===== config.mk =====
export PLATFORM = sky130hd
export DESIGN_NAME = trig_select
export DESIGN_NICKNAME = d
export VERILOG_FILES = /design/src/rtl/trig_pkg.sv /design/src/rtl/trig_sync_edge.sv /design/src/rtl/trig_downscale.sv /design/src/rtl/trig_coinc.sv /design/src/rtl/trig_select.sv
export SDC_FILE = /design/constraint.sdc
export NUM_CORES = 1
export LEC_CHECK = 0
export BUFFER_PORTS_ARGS = -buffer_cell sky130_fd_sc_hd__buf_2
export CAP_MARGIN = 20
export CORE_UTILIZATION = 52
export CTS_BUF_LIST = sky130_fd_sc_hd__clkbuf_16
export CTS_CLUSTER_SIZE = 24
export DETAILED_ROUTE_END_ITERATION = 16
export HOLD_SLACK_MARGIN = 0.08
export PLACE_DENSITY = 0.77
export SYNTH_ARGS = -nofsm -noshare
export SYNTH_HDL_FRONTEND = slang
export SYNTH_SLANG_ARGS = --single-unit

===== constraint.sdc =====
create_clock -name clk -period 2.1 [get_ports clk]
set_input_delay 0.42 -clock clk [delete_from_list [all_inputs] [get_ports clk]]
set_output_delay 0.42 -clock clk [all_outputs]
set_load 0.05 [all_outputs]

===== src/rtl/trig_pkg.sv =====
package trig_pkg;
    localparam int WORD_W = 32;

    typedef enum logic [1:0] {
        ST_IDLE  = 2'd0,
        ST_WORD0 = 2'd1,
        ST_WORD1 = 2'd2
    } rd_state_t;
endpackage


===== src/rtl/trig_sync_edge.sv =====
module trig_sync_edge (
    input  logic clk,
    input  logic rst_n,
    input  logic async_in,
    output logic pulse
);
    logic meta_q, sync_q, prev_q;

    always_ff @(posedge clk) begin
        if (!rst_n) begin
            meta_q <= 1'b0;
            sync_q <= 1'b0;
            prev_q <= 1'b0;
        end else begin
            meta_q <= async_in;
            sync_q <= meta_q;
            prev_q <= sync_q;
        end
    end

    assign pulse = sync_q & ~prev_q;
endmodule


===== src/rtl/trig_downscale.sv =====
module trig_downscale #(
    parameter int DS_W = 4
) (
    input  logic            clk,
    input  logic            rst_n,
    input  logic            pulse_in,
    input  logic [DS_W-1:0] factor,
    output logic            pulse_out
);
    logic [DS_W-1:0] cnt_q;
    logic            bypass;

    assign bypass    = (factor <= DS_W'(1));
    assign pulse_out = pulse_in && (bypass || (cnt_q == factor - DS_W'(1)));

    always_ff @(posedge clk) begin
        if (!rst_n)
            cnt_q <= '0;
        else if (pulse_in)
            cnt_q <= pulse_out ? '0 : cnt_q + DS_W'(1);
    end
endmodule


===== src/rtl/trig_coinc.sv =====
module trig_coinc #(
    parameter int WIN_W = 4
) (
    input  logic             clk,
    input  logic             rst_n,
    input  logic             pulse_a,
    input  logic             pulse_b,
    input  logic [WIN_W-1:0] window,
    output logic             hit
);
    logic [WIN_W-1:0] tmr_a_q, tmr_b_q;

    assign hit = (pulse_a && (pulse_b || tmr_b_q != '0)) ||
                 (pulse_b && tmr_a_q != '0);

    always_ff @(posedge clk) begin
        if (!rst_n) begin
            tmr_a_q <= '0;
            tmr_b_q <= '0;
        end else begin
            if (pulse_a)
                tmr_a_q <= window;
            else if (tmr_a_q != '0)
                tmr_a_q <= tmr_a_q - WIN_W'(1);
            if (pulse_b)
                tmr_b_q <= window;
            else if (tmr_b_q != '0)
                tmr_b_q <= tmr_b_q - WIN_W'(1);
        end
    end
endmodule


===== src/rtl/trig_select.sv =====
module trig_select
    import trig_pkg::*;
#(
    parameter  int NUM_IN = 4,
    parameter  int DS_W   = 4,
    parameter  int WIN_W  = 4,
    parameter  int CNT_W  = 16,
    parameter  int TS_W   = 48,
    localparam int SEL_W  = (NUM_IN > 1) ? $clog2(NUM_IN) : 1,
    localparam int PAT_W  = NUM_IN + 1
) (
    input  logic                    clk,
    input  logic                    rst_n,
    input  logic [NUM_IN-1:0]       trig_in,
    input  logic [NUM_IN-1:0]       single_en,
    input  logic                    coinc_en,
    input  logic [NUM_IN*DS_W-1:0]  ds_factor,
    input  logic [SEL_W-1:0]        coinc_sel_a,
    input  logic [SEL_W-1:0]        coinc_sel_b,
    input  logic [WIN_W-1:0]        coinc_win,
    output logic                    raw_trig,
    output logic                    live_trig,
    output logic                    busy,
    output logic                    rd_valid,
    input  logic                    rd_ready,
    output logic [WORD_W-1:0]       rd_data,
    output logic                    rd_last,
    output logic [NUM_IN*CNT_W-1:0] evt_cnt
);
    logic [NUM_IN-1:0] edge_p;
    logic [NUM_IN-1:0] single_p;
    logic              coinc_hit;
    logic [PAT_W-1:0]  hit_vec;
    logic              raw_now;

    rd_state_t         state_q, state_d;
    logic [PAT_W-1:0]  pat_q;
    logic [WORD_W-1:0] ts_lat_q;
    logic [TS_W-1:0]   ts_cnt;
    logic              raw_q, live_q;

    for (genvar i = 0; i < NUM_IN; i++) begin : g_in
        trig_sync_edge u_sync (
            .clk      (clk),
            .rst_n    (rst_n),
            .async_in (trig_in[i]),
            .pulse    (edge_p[i])
        );

        trig_downscale #(.DS_W(DS_W)) u_ds (
            .clk       (clk),
            .rst_n     (rst_n),
            .pulse_in  (edge_p[i]),
            .factor    (ds_factor[i*DS_W +: DS_W]),
            .pulse_out (single_p[i])
        );

        logic [CNT_W-1:0] cnt_q;
        always_ff @(posedge clk) begin
            if (!rst_n)
                cnt_q <= '0;
            else if (edge_p[i])
                cnt_q <= cnt_q + CNT_W'(1);
        end
        assign evt_cnt[i*CNT_W +: CNT_W] = cnt_q;
    end

    trig_coinc #(.WIN_W(WIN_W)) u_coinc (
        .clk     (clk),
        .rst_n   (rst_n),
        .pulse_a (edge_p[coinc_sel_a]),
        .pulse_b (edge_p[coinc_sel_b]),
        .window  (coinc_win),
        .hit     (coinc_hit)
    );

    assign hit_vec = {coinc_hit & coinc_en, single_p & single_en};
    assign raw_now = |hit_vec;

    always_ff @(posedge clk) begin
        if (!rst_n)
            ts_cnt <= '0;
        else
            ts_cnt <= ts_cnt + TS_W'(1);
    end

    // next-state logic
    always_comb begin
        state_d = state_q;
        unique case (state_q)
            ST_IDLE:  if (raw_now)  state_d = ST_WORD0;
            ST_WORD0: if (rd_ready) state_d = ST_WORD1;
            ST_WORD1: if (rd_ready) state_d = ST_IDLE;
            default:                state_d = ST_IDLE;
        endcase
    end

    // state register and event capture
    always_ff @(posedge clk) begin
        if (!rst_n) begin
            state_q  <= ST_IDLE;
            pat_q    <= '0;
            ts_lat_q <= '0;
            raw_q    <= 1'b0;
            live_q   <= 1'b0;
        end else begin
            state_q <= state_d;
            raw_q   <= raw_now;
            live_q  <= raw_now && (state_q == ST_IDLE);
            if (raw_now && state_q == ST_IDLE) begin
                pat_q    <= hit_vec;
                ts_lat_q <= ts_cnt[WORD_W-1:0];
            end
        end
    end

    // outputs
    always_comb begin
        raw_trig  = raw_q;
        live_trig = live_q;
        busy      = 1'b1;
        rd_valid  = 1'b1;
        rd_last   = 1'b0;
        rd_data   = WORD_W'(pat_q);
        unique case (state_q)
            ST_IDLE: begin
                busy     = 1'b0;
                rd_valid = 1'b0;
            end
            ST_WORD0: ;
            ST_WORD1: begin
                rd_last = 1'b1;
                rd_data = ts_lat_q;
            end
            default: begin
                busy     = 1'b0;
                rd_valid = 1'b0;
            end
        endcase
    end
endmodule


== After elaboration in Yosys (flattened, before gate mapping) ==
Cells that the tools add are included.
Widths: inputs -> output; s select.

* Bits in registers: 189
* Bits in latches: 0
* RAM bits: 0
* Bits in read-only memories: 0
* Input port bits: 36
* Output and inout bits: 101
* Word-level logic and storage cells: 108
* Memories: 0

* $add $sub $neg: 15
* Multiply operators: 0
* Div/mod/pow operators: 0
* Order comparisons: 6
* Eq/ne operators: 9
* Shifts and indexed selects: 0
* Muxes and demuxes: 19
* Bitwise operators: 10
* Reductions and logical operators: 21

{| class="wikitable"
|+ Operator list
! kind !! count
|-
| $add 16x1->16 const B || 4
|-
| $add 48x1->48 const B || 1
|-
| $mux 32 || 1
|-
| $mux 4 || 8
|-
| $sub 4x1->4 const B || 6
|-
| $add 4x1->4 const B || 4
|-
| $eq 4x4->1 || 4
|-
| $le 4x1->1 const B || 4
|-
| $reduce_bool 4->1 || 2
|-
| $logic_and 1x1->1 || 7
|-
| $logic_or 1x1->1 || 6
|-
| $lt 2x3->1 const B || 2
|-
| $mux 2 || 3
|-
| $ne 2x2->1 const B || 3
|-
| $pmux 2 s3 || 1
|-
| $and 1x1->1 || 5
|-
| $reduce_or 5->1 || 1
|-
| $and 4x4->4 || 1
|-
| $bmux 1 s2 || 2
|-
| $mux 1 || 4
|-
| $not 1->1 || 4
|-
| $reduce_bool 2->1 || 2
|-
| $reduce_and 3->1 || 1
|-
| $eq 2x1->1 const B || 1
|-
| 3 further kinds || 3
|}

== Logic depth before layout (Yosys ltp) ==
* Depth after elaboration: 11
* Gate-level depth with buffers: 11
* Mapped depth without buffers: 8

== Cells and area by module ==
Synthesis repeated with hierarchy kept, for this count alone.

* Cells, all modules: 949
* Area total of the unflattened synthesis: 8151.6 um2

{| class="wikitable"
|+ By module, submodules not included
! module !! times used !! cells each !! area each (um2) !! seq. area each (um2)
|-
| trig_select || 1 || 717 || 6072.1 || 2742.6
|-
| trig_downscale || 4 || 38 || 310.3 || 80.1
|-
| trig_coinc || 1 || 52 || 467.9 || 160.2
|-
| trig_sync_edge || 4 || 7 || 92.6 || 60.1
|}

== Worst setup path before layout ==
No wires, ideal clock.

* Kind: reg2out
* Start point: reg state_q[0]
* End point: out rd_data[2]
* Data arrival time: 1762 ps
* Required time: 1680 ps
* Path slack: -82 ps
* Stages on the path, launching flop included: 5
* Buffers on the path: 1
* Cells stage by stage: dfxtp_1 -> inv_1 -> ha_1 -> clkbuf_1 -> mux2_2

* Cells in the longest elaborated chain, start to end: 2

{| class="wikitable"
|+ Ends and longest elaborated chain
! element !! line !! text
|-
| from (decl) || trig_select.sv:36 || <nowiki>rd_state_t state_q, state_d;</nowiki>
|-
| from (signal assigned) || trig_select.sv:107 || <nowiki>state_q <= state_d;</nowiki>
|-
| $eq 2x2->1 || trig_select.sv:125 || <nowiki>unique case (state_q)</nowiki>
|-
| $mux 32 || trig_select.sv:125 ||
|-
| to (decl) || trig_select.sv:26 || <nowiki>output logic [WORD_W-1:0] rd_data,</nowiki>
|}

No other way between the ends.

== Worst setup path in the final report ==
* Start point: in ds_factor[12]
* End point: reg ts_lat_q[17]

* Cells in the longest elaborated chain, start to end: 7
* Elaborated cells between the ends (all ways): 8
* Those cells by class: add/sub (1); order compare (1); eq/ne (1); bitwise (1); reduce/logical (4)

{| class="wikitable"
|+ Ends and longest elaborated chain
! element !! line !! text
|-
| from (decl) || trig_select.sv:17 || <nowiki>input logic [NUM_IN*DS_W-1:0] ds_factor,</nowiki>
|-
| $sub 4x1->4 || trig_downscale.sv:14 || <nowiki>assign pulse_out = pulse_in && (bypass || (cnt_q == factor - DS_W'(1)));</nowiki>
|-
| $eq 4x4->1 || trig_downscale.sv:14 ||
|-
| $logic_or 1x1->1 (*) || trig_downscale.sv:14 ||
|-
| $logic_and 1x1->1 (*) || trig_downscale.sv:14 ||
|-
| $and 4x4->4 (*) || trig_select.sv:77 || <nowiki>assign hit_vec = {coinc_hit & coinc_en, single_p & single_en};</nowiki>
|-
| $reduce_or 5->1 (*) || trig_select.sv:78 || <nowiki>assign raw_now = |hit_vec;</nowiki>
|-
| $logic_and 1x1->1 (*) || trig_select.sv:110 || <nowiki>if (raw_now && state_q == ST_IDLE) begin</nowiki>
|-
| to (signal assigned) || trig_select.sv:112 || <nowiki>ts_lat_q <= ts_cnt[WORD_W-1:0];</nowiki>
|-
| to (decl) || trig_select.sv:38 || <nowiki>logic [WORD_W-1:0] ts_lat_q;</nowiki>
|}

Mark *: on every way between the ends. The rest lies on a longest branch, timed or not.
A chain may end at the register's enable or synchronous reset.

==> impl_metrics.tcl <==
set metrics [dict create \
    outcome "complete, no violations" \
    synth-compound-area-share_pct 9.62 \
    design_area_um2 11100 \
    area_growth_pct 25.8 \
    peakVddDrop_mv 0.621 \
    crit_fanout 29 \
    slew_violations 0 \
    hold_viol_final 0 \
    hp-class "in -> reg" \
    htree_levels 4 \
    grt-ovfl-total 0 \
    vias_per_cell 5.56 \
    grt_use_met2_pct 37.6 \
    ys_async_sr_fraction_pct 0 \
    period_needed_ns 2.09 \
    drv_cap 0 \
    ys_ff_latch 173 \
    numCtsBuffers 17 \
    yosysSeqAreaShare_pct 39.2 \
    io_buffers 136 \
    clk_pin_slew_ns 0.07 \
    worstPathRequired_ns 2.46 \
    fp.dieW_um 132 \
    yosys-mux-area-fraction_pct 1.82 \
    synth_top_family_by_area "simple AND/OR/NAND/NOR gates" \
    setup.worst_path.class "in -> reg" \
    synth_fa_ha_area_share_pct 3.40 \
    slew_headroom_pct 70.6 \
    dp_slack_ns -0.335 \
    syn_nets 1098 \
    worst_pin_slew_ns 0.438 \
    fin_crit_sh_pct 99.7 \
    grt_antenna_before_repair 2 \
    timing.rr.start "g_in[0].u_sync.prev_q" \
    setup_slack_ns 0.00593 \
    cp-start-kind "input port" \
    root_buffer "clkbuf_16" \
    yosysUniqueCellTypes 55 \
    cts_sinks 173 \
    ys_warn_count 0 \
    r2r_slack_ns 0.006 \
    ant_nets 0 \
    synth_edf_count 0 \
    r2r_end "ts_lat_q[5]" \
    worstRegToRegCells 7 \
    hold_depth 2 \
    die_area_um2 17500 \
    core_area_um2 16600 \
    vias 7972 \
    syn_inst 1038 \
    dp.final_hpwl_um 13900 \
    hp-start "trig_in[2]" \
    grt_pass1_vias 7128 \
    clockBufferDepth 2 \
    grt_max_degree 59 \
    route.detailed.drc 0 \
    clock.fmax_mhz 478 \
    synth_simple_gate_area_share_pct 29.1 \
    fin_nets 1261 \
    grt_use_met3_pct 7.13 \
    cts_tree "built" \
    power_density_nw_per_um2 753 \
    initial_core_util_pct 53.3 \
    use_met1_pct 28.4 \
    syn_area_per_cell_um2 8.52 \
    postCtsHoldBufs 0 \
    rsz0062_at_grt "yes" \
    placed_cell_area_um2 10100 \
    grt_util_all_layers_pct 22.7 \
    die_y_um 132 \
    routabilityCongestion 0.784 \
    routed_wl_um 21000 \
    num_io_pins 137 \
    top_usage_layer "met2" \
    grt_pass1_wl_um 33000 \
    insertion_delay_ns 0.43 \
    arrival_ns 2.46 \
    synth_ff_type "dfxtp_1" \
    hold_end "g_in[2].u_sync.meta_q" \
    rows 47 \
    drt-initial-drc-count 382 \
    synth-xor-area-share_pct 12.0 \
    synth_area_um2 8840 \
    layout-drive-gt1-share_pct 24.3 \
    dr.pass1.iters 5 \
    finalClockSkew_ns 0.00924 \
    cp-end-kind "flip-flop" \
    p_leak_nw 4.79 \
    routedWlPerCell_um 14.6 \
    finalSetupViolCount 0 \
]
[cell type report]
| type | count | area [um^2] |
|---|---|---|
| Sequential cell | 173 | 3470 |
| Timing Repair Buffer | 210 | 1590 |
| Clock inverter | 15 | 184 |
| Antenna cell | 1 | 2.50 |
| Multi-Input combinational cell | 775 | 5080 |
| Inverter | 24 | 96.3 |
| Clock buffer | 17 | 425 |
| Tap cell | 220 | 275 |
| Fill cell | 1339 | 5450 |
[state kept, by name, summed over array words and instances (netlist names)]
| signal | cells |
|---|---|
| g_in.cnt_q | 64 |
| ts_cnt | 32 |
| ts_lat_q | 32 |
| g_in.u_ds.cnt_q | 16 |
| pat_q | 5 |
| g_in.u_sync.meta_q | 4 |
| g_in.u_sync.prev_q | 4 |
| g_in.u_sync.sync_q | 4 |
| u_coinc.tmr_a_q | 4 |
| u_coinc.tmr_b_q | 4 |
| state_q | 2 |
| live_trig | 1 |
| raw_trig | 1 |
[worst max-delay path, cell delays in order]
cell,delay [ns]
buf_4,0.14
inv_4,0.06
ha_4,0.14
xnor3_1,0.40
nand3_2,0.11
o31ai_4,0.09
o21bai_4,0.27
buf_12,0.20
or4_1,0.51
nand3_1,0.11
[report_power, final]
group | internal (mW) | total, mW | leakage (nW) | switching, mW
clock | 1.89 | 3.27 | 0.292 | 1.38
combinational | 0.689 | 1.61 | 3.09 | 0.916
sequential | 3.40 | 3.51 | 1.40 | 0.107
[metal layers]
metal	vias up	part of all wire [%]
met1	3790	44
li1	3952	-
met3	29	6.1
met2	199	48
met4	2	1.4
met5	-	0.062
[kinds of logic (layout without fill, tap and decap cells)]
| family | Yosys count | count (layout) |
|---|---|---|
| compound gates | 126 | 126 |
| other cells | 0 | 1 |
| mux | 13 | 13 |
| simple gates | 494 | 494 |
| xor+xnor | 118 | 118 |
| fa+ha+maj | 24 | 24 |
| flops | 173 | 173 |
| buf+inv | 90 | 266 |
[Yosys cell counts (24+ instances only)]
cell type,count,area share (%)
dfxtp_1,173,39
nor2_1,117,5.0
nand2_1,97,4.1
nand3_1,65,3.7
xor2_1,64,6.3
xnor2_1,52,5.1
and2_1,47,3.3
and3_1,47,3.3
clkbuf_1,45,1.9
a32oi_1,34,3.4
or4_1,33,2.8
o21ai_0,29,1.6
nand4_1,26,1.8
ha_1,24,3.4
[timing repair]
item	4_1_cts	5_1_grt
buffers inserted	3	2
pin swaps	1	15
cloned	0	5
setup endpoints to repair	65	58
resized for setup	29	69
[worst max path at each step]
stage,start,end,slack [ns],cells past startpoint
2_1_floorplan,ds_factor[9],ts_lat_q[29],0.00004,10
6_report,ds_factor[12],ts_lat_q[17],0.006,10
3_3_place_gp,ds_factor[12],state_q[1],-0.24,11
4_1_cts,g_in[0].u_sync.prev_q,pat_q[2],-0.01,7
5_1_grt,g_in[0].u_sync.prev_q,ts_lat_q[3],-0.07,7
3_5_place_dp,ds_factor[12],state_q[0],-0.33,11
[stage by stage]
| step | cells | util [%] | setup TNS, ns | power, mW | hold slack [ns] |
|---|---|---|---|---|---|
| 2_1_floorplan | 1038 | - | 0 | 4.57 | 0.412 |
| 3_3_place_gp | 1392 | 60.7 | -8.41 | 4.98 | 0.414 |
| 3_5_place_dp | 1392 | 60.7 | -11.41 | 5.00 | 0.430 |
| 4_1_cts | 1427 | 65.1 | -0.0111 | 8.30 | 0.183 |
| 5_1_grt | 1434 | 67.1 | -1.27 | 8.72 | 0.196 |
| 6_report | 1435 | 67.1 | 0 | 8.38 | 0.196 |
[cells in the final DEF (no fill, tap or decap), types with 3 or more instances in the layout]
cell type	n
dfxtp_1	164
nor2_1	117
buf_2	106
nand2_1	97
buf_4	72
xor2_1	64
nand3_1	62
xnor2_1	51
and2_1	47
and3_1	46
a32oi_1	34
o21ai_0	29
or4_1	29
nand4_1	26
a21oi_1	23
o21ai_1	22
clkbuf_16	22
inv_1	21
ha_1	19
nor3_1	18
buf_6	17
or3_1	12
buf_12	10
dfxtp_2	9
mux2i_1	6
nor4_1	5
inv_6	5
mux2_4	4
nand2b_4	4
nor2b_1	4
nand3_2	4
or4_4	4
and4_1	3
ha_2	3
clkinvlp_4	3
bufinv_16	3
No activity file was read; power rests on OpenSTA's default activity.
